File: config.mk
export PLATFORM = sky130hd
export DESIGN_NAME = vpic_top
export DESIGN_NICKNAME = d
export VERILOG_FILES = /design/src/rtl/vpic_pkg.sv /design/src/rtl/vpic_rise_detect.sv /design/src/rtl/vpic_prio_enc.sv /design/src/rtl/vpic_top.sv
export SDC_FILE = /design/constraint.sdc
export NUM_CORES = 1
export LEC_CHECK = 0
export ABC_AREA = 1
export BUFFER_PORTS_ARGS = -buffer_cell sky130_fd_sc_hd__buf_4
export CORE_MARGIN = 2
export CORE_UTILIZATION = 30
export DETAILED_ROUTE_END_ITERATION = 8
export GPL_TIMING_DRIVEN = 0
export PLACE_DENSITY = 0.5
export SLEW_MARGIN = 0
export SYNTH_ARGS = -nofsm -noshare
export SYNTH_HDL_FRONTEND = slang
export SYNTH_SLANG_ARGS = --single-unit
File: constraint.sdc
create_clock -name clk -period 3.6 [get_ports clk]
set_clock_uncertainty 0.05 [all_clocks]
set_input_delay 0.36 -clock clk [delete_from_list [all_inputs] [get_ports clk]]
set_output_delay 0.36 -clock clk [all_outputs]
set_load 0.02 [all_outputs]
File: src/rtl/vpic_pkg.sv
package vpic_pkg;

    typedef enum logic [1:0] {
        REG_MASK  = 2'd0,
        REG_BASE  = 2'd1,
        REG_PEND  = 2'd2,
        REG_INSVC = 2'd3
    } vpic_reg_e;

endpackage

File: src/rtl/vpic_rise_detect.sv
module vpic_rise_detect #(
    parameter int W = 1
) (
    input  logic         clk,
    input  logic         rst_n,
    input  logic [W-1:0] sig_i,
    output logic [W-1:0] rise_o
);

    logic [W-1:0] prev_d, prev_q;

    always_comb begin
        prev_d = sig_i;
        rise_o = sig_i & ~prev_q;
    end

    always_ff @(posedge clk or negedge rst_n) begin
        if (!rst_n) prev_q <= '0;
        else        prev_q <= prev_d;
    end

endmodule

File: src/rtl/vpic_prio_enc.sv
module vpic_prio_enc #(
    parameter int N     = 8,
    localparam int IDX_W = (N > 1) ? $clog2(N) : 1
) (
    input  logic [N-1:0]     req_i,
    output logic             found_o,
    output logic [IDX_W-1:0] idx_o
);

    // Scan from the top down so the lowest set index is the last one written.
    always_comb begin
        found_o = 1'b0;
        idx_o   = '0;
        for (int i = N - 1; i >= 0; i--) begin
            if (req_i[i]) begin
                found_o = 1'b1;
                idx_o   = i[IDX_W-1:0];
            end
        end
    end

endmodule

File: src/rtl/vpic_top.sv
module vpic_top
    import vpic_pkg::*;
#(
    parameter int NUM_LINES  = 8,
    parameter int VEC_W      = 8,
    parameter int RESET_BASE = 8
) (
    input  logic                 clk,
    input  logic                 rst_n,
    input  logic [NUM_LINES-1:0] irq_i,
    input  logic                 bus_we_i,
    input  logic [1:0]           bus_addr_i,
    input  logic [VEC_W-1:0]     bus_wdata_i,
    output logic [VEC_W-1:0]     bus_rdata_o,
    output logic                 intr_o,
    input  logic                 inta_i,
    output logic [VEC_W-1:0]     vec_o,
    output logic                 vec_valid_o
);

    localparam int IDX_W  = $clog2(NUM_LINES);
    localparam int BASE_W = VEC_W - IDX_W;
    localparam logic [VEC_W-1:0] RB = VEC_W'(RESET_BASE);

    typedef struct packed {
        logic [NUM_LINES-1:0] pend;
        logic [NUM_LINES-1:0] isr;
        logic [NUM_LINES-1:0] mask;
        logic [BASE_W-1:0]    base_hi;
        logic [VEC_W-1:0]     vec;
        logic                 vec_valid;
    } vpic_state_t;

    vpic_state_t st_d, st_q;

    logic [NUM_LINES-1:0] irq_rise;
    logic                 ack_rise;
    logic [NUM_LINES-1:0] allowed;
    logic [NUM_LINES-1:0] cand;
    logic                 cand_found;
    logic [IDX_W-1:0]     cand_idx;

    vpic_rise_detect #(.W(NUM_LINES)) i_irq_edge (
        .clk    (clk),
        .rst_n  (rst_n),
        .sig_i  (irq_i),
        .rise_o (irq_rise)
    );

    vpic_rise_detect #(.W(1)) i_ack_edge (
        .clk    (clk),
        .rst_n  (rst_n),
        .sig_i  (inta_i),
        .rise_o (ack_rise)
    );

    // Lines strictly above the highest-priority in-service line may interrupt.
    always_comb begin
        logic blocked;
        blocked = 1'b0;
        allowed = '0;
        for (int i = 0; i < NUM_LINES; i++) begin
            if (st_q.isr[i]) blocked = 1'b1;
            allowed[i] = !blocked;
        end
    end

    assign cand = st_q.pend & ~st_q.mask & allowed;

    vpic_prio_enc #(.N(NUM_LINES)) i_cand_enc (
        .req_i   (cand),
        .found_o (cand_found),
        .idx_o   (cand_idx)
    );

    always_comb begin
        st_d           = st_q;
        st_d.vec_valid = 1'b0;
        if (ack_rise) begin
            st_d.vec_valid = 1'b1;
            if (cand_found) begin
                st_d.pend[cand_idx] = 1'b0;
                st_d.isr[cand_idx]  = 1'b1;
                st_d.vec            = {st_q.base_hi, cand_idx};
            end else begin
                st_d.vec = {st_q.base_hi, {IDX_W{1'b1}}};
            end
        end
        st_d.pend = st_d.pend | irq_rise;
        if (bus_we_i) begin
            case (vpic_reg_e'(bus_addr_i))
                REG_MASK:  st_d.mask    = bus_wdata_i[NUM_LINES-1:0];
                REG_BASE:  st_d.base_hi = bus_wdata_i[VEC_W-1:IDX_W];
                REG_INSVC: st_d.isr     = st_d.isr & ~bus_wdata_i[NUM_LINES-1:0];
                default:   ;
            endcase
        end
    end

    always_ff @(posedge clk or negedge rst_n) begin
        if (!rst_n) begin
            st_q.pend      <= '0;
            st_q.isr       <= '0;
            st_q.mask      <= '1;
            st_q.base_hi   <= RB[VEC_W-1:IDX_W];
            st_q.vec       <= '0;
            st_q.vec_valid <= 1'b0;
        end else begin
            st_q <= st_d;
        end
    end

    always_comb begin
        case (vpic_reg_e'(bus_addr_i))
            REG_MASK:  bus_rdata_o = VEC_W'(st_q.mask);
            REG_BASE:  bus_rdata_o = {st_q.base_hi, {IDX_W{1'b0}}};
            REG_PEND:  bus_rdata_o = VEC_W'(st_q.pend);
            default:   bus_rdata_o = VEC_W'(st_q.isr);
        endcase
    end

    assign intr_o      = cand_found;
    assign vec_o       = st_q.vec;
    assign vec_valid_o = st_q.vec_valid;

    // the vector strobe never lasts two clocks
    p_valid_pulse_r5: assert property (@(posedge clk) disable iff (!rst_n)
        vec_valid_o |=> !vec_valid_o);

    // an acknowledge with a winner returns that winner's index next cycle
    p_vec_index_r5: assert property (@(posedge clk) disable iff (!rst_n)
        (ack_rise && cand_found) |=> (vec_valid_o && vec_o[IDX_W-1:0] == $past(cand_idx)));

    // the request output needs an unmasked pending line
    p_masked_quiet_r3: assert property (@(posedge clk) disable iff (!rst_n)
        intr_o |-> |(st_q.pend & ~st_q.mask));

    // the request holds without an acknowledge or a register write
    p_intr_hold_r4: assert property (@(posedge clk) disable iff (!rst_n)
        (intr_o && !ack_rise && !bus_we_i) |=> intr_o);

    // the encoder's choice is the lowest set bit of the candidates
    p_lowest_wins_r6: assert property (@(posedge clk) disable iff (!rst_n)
        cand_found |-> ((cand & ~(cand - 1'b1)) == (NUM_LINES'(1) << cand_idx)));

    // a spurious acknowledge returns the top index and leaves in-service alone
    p_spurious_r11: assert property (@(posedge clk) disable iff (!rst_n)
        (ack_rise && !cand_found && !bus_we_i)
            |=> (vec_o[IDX_W-1:0] == {IDX_W{1'b1}} && $stable(st_q.isr)));

endmodule

==> run summary <==
=====================================================================================
Clock Tree Root                                                              clkbuf_8
Fraction of the yosys area taken by sequential cells                            52.3%
Power density over the cells                                               694 nW/µm²
Total vias in the final route                                                    1820
Share of final-layout standard cells stronger than drive strength 1             30.2%
Violated checks                                                          negative hold slack
Number of standard-cell rows in the floorplan                                      31
Die area                                                                     8270 µm²
Post-CTS repair timing setup buffer count                                           0
Net count after synthesis                                                         286
Result of the run                                                        finished, violations left
Setup repair after global routing missed its margin                                no
Final sum of negative setup slack                                                0 ns
Layout filler cell count                                                          799
Final HPWL from detailed placement                                            3.95 mm
Number of warning messages in the yosys log                                         0
CTS H-tree lvls                                                                     2
Drt initial violations                                                             71
Count of state elements after synthesis                                            47
Count of clock tree sinks                                                          47
Resize count post-CTS                                                               0
Initial cell density of the core                                                31.1%
Clk Latency, worst-skew pair                                                  0.31 ns
Pin count of the biggest net entering global routing                               48
Headroom to the max-slew limit                                                  54.6%
Clock-pin slew of the registers on the worst-case setup and hold paths        0.09 ns
Dpl ws                                                                        1.51 ns
Post-layout min period                                                        2.17 ns
Start-to-end type of the worst setup path                                  reg -> out
Final core utilization                                                          38.5%
Total area of sequential cells                                               1190 µm²
Multi-input logic area                                                        867 µm²
CP startpoint kind                                                           register
Number of DRC violations after detailed routing                                     0
Average wire per standard cell                                                12.9 µm
Core Region                                                                  7290 µm²
Detailed-route vias per instance                                                 4.44
Final estimated routing congestion in global placement                          0.789
Count of different cell masters after synthesis                                    29
Routed WL                                                                     5.30 mm
Overall Global Routing Usage                                                    14.0%
Maximum count of clock buffers along a single path                                  2
Worst IR drop on VDD                                                         0.190 mV
Initial DRT Pass Iterations                                                         4
Required time of the critical path                                            3.19 ns
Leakage power                                                              0.00141 µW
Largest driver fanout on the critical path                                          4
TritonCTS clock tree                                                             done
Highest Clock Rate                                                          0.462 GHz
Vias in the first global route                                                   1814
Measured slew at the worst slew-check pin                                    0.678 ns
Port buffer count                                                                  39
Signal arrival time at the worst endpoint                                     1.76 ns
Leading cell type in the layout, fill and taps excluded                       nand2_1
First-pass GRT wire length                                                    9.06 mm
Final critical-path setup slack                                               1.43 ns
TritonCTS buffer count                                                              5
Top-level port count                                                               40
Number of cells on the worst reg-to-reg path                                       10
DIE HEIGHT                                                                    91.0 µm
CTS hold repair buffers                                                             0
Kind of end point of the critical path                                    output port
Most frequent cells in the layout                                        nand2_1, buf_4, inv_1, dfrtp_1, o21ai_0
Number of nets in the layout                                                      332
Ant diodes                                                                          0
ANT nets after route                                                                0
Worst hold path class                                                     in -> async
Overall die width                                                             91.0 µm
Final Slew Violations                                                               0
Mapped cell area                                                             2270 µm²
Post-synthesis instance total                                                     264
Initial antenna violation count                                                     0
# setup viols final                                                                 0
Number of hold violations in the final report                                       1
Mean area per synthesized cell                                               8.59 µm²
Period Utilization, post-route                                                  60.2%
Synthesis-to-layout area growth                                                 23.7%
Worst hold margin                                                         -0.00103 ns
Number of maximum-capacitance violations                                            0
Total overflow reported by the global router                                        0
=====================================================================================
[synthesized netlist by cell type (all sizes together)]
cell type	number	share of area, %
nand3	8	2.6
o221ai	2	0.77
mux2	1	0.50
a21oi	8	2.1
o2111ai	3	1.2
o21ai	30	6.9
dfstp	9	10
o211ai	1	0.33
nand3b	1	0.33
inv	39	6.5
nand4	5	1.9
buf	8	2.6
nor2	30	6.6
nor3	1	0.44
a31oi	2	0.55
clkbuf	2	0.33
o21bai	1	0.50
nand2	75	13
dfrtp	38	42
[sequential cells by signal (all words and copies together) (netlist names)]
register / flops
st_q: 29
i_irq_edge.prev_q: 8
vec_o: 8
i_ack_edge.prev_q: 1
vec_valid_o: 1
[per-layer routing]
layer | share of wire [%] | track usage (%) | vias up
li1 | - | - | 926
met1 | 47 | 18.7 | 858
met2 | 47 | 22.2 | 31
met3 | 3.8 | 2.82 | 5
met4 | 1.6 | 5.68 | 0
met5 | 0 | 0 | -
[per-stage QoR]
stage / power [µW] / instance area, µm² / hold WS [ns] / std cells
2_1_floorplan: 1310 / 2270 / 0.0144 / 264
3_3_place_gp: 1540 / 2690 / 0.345 / 402
3_5_place_dp: 1550 / 2690 / 0.351 / 402
4_1_cts: 1970 / 2810 / 0.0250 / 410
5_1_grt: 2100 / 2810 / 0.0372 / 410
6_report: 1950 / 2810 / -0.00103 / 410
[power by group]
part	internal, µW	switching [µW]	total [µW]
combinational	307	484	790
clock	229	193	422
sequential	656	79.5	736
total	1190	756	1950
[cell families (layout without fill, tap and decap cells)]
| kind of cell | after synthesis | after routing | synth area share, % |
|---|---|---|---|
| flip-flops | 47 | 47 | 52.3 |
| buffers and inverters | 49 | 96 | 9.43 |
| AND/OR/NAND/NOR | 120 | 120 | 25.4 |
| multiplexers | 1 | 1 | 0.496 |
| AO/OA/AOI/OAI | 47 | 47 | 12.4 |
[worst max-delay path: stages (launching register included)]
cell	delay [ns]
dfstp_2	0.55
nor2_1	0.05
nand2_1	0.16
nand2_2	0.11
nor2_2	0.18
nand4_1	0.19
buf_4	0.22
[final cells by class]
type,count,area share (%)
Tap cell,99,4.41
Clock inverter,2,1.38
Inverter,39,5.22
Multi-Input combinational cell,168,30.9
Buffer,10,2.41
Sequential cell,47,42.3
Timing Repair Buffer,39,10.4
Clock buffer,6,2.94
[worst paths after layout]
check	start	endpoint	slack, ns
max	st_q[15]	intr_o	1.43
min	rst_n	i_irq_edge.prev_q[2]	-0.001
max reg2reg	st_q[22]	st_q[35]	1.79
min reg2reg	i_irq_edge.prev_q[5]	st_q[35]	0.36
max in group asynchronous	rst_n	st_q[33]	3.08
min in group clk	irq_i[7]	i_irq_edge.prev_q[7]	0.11
No activity file was read; power rests on OpenSTA's default activity.
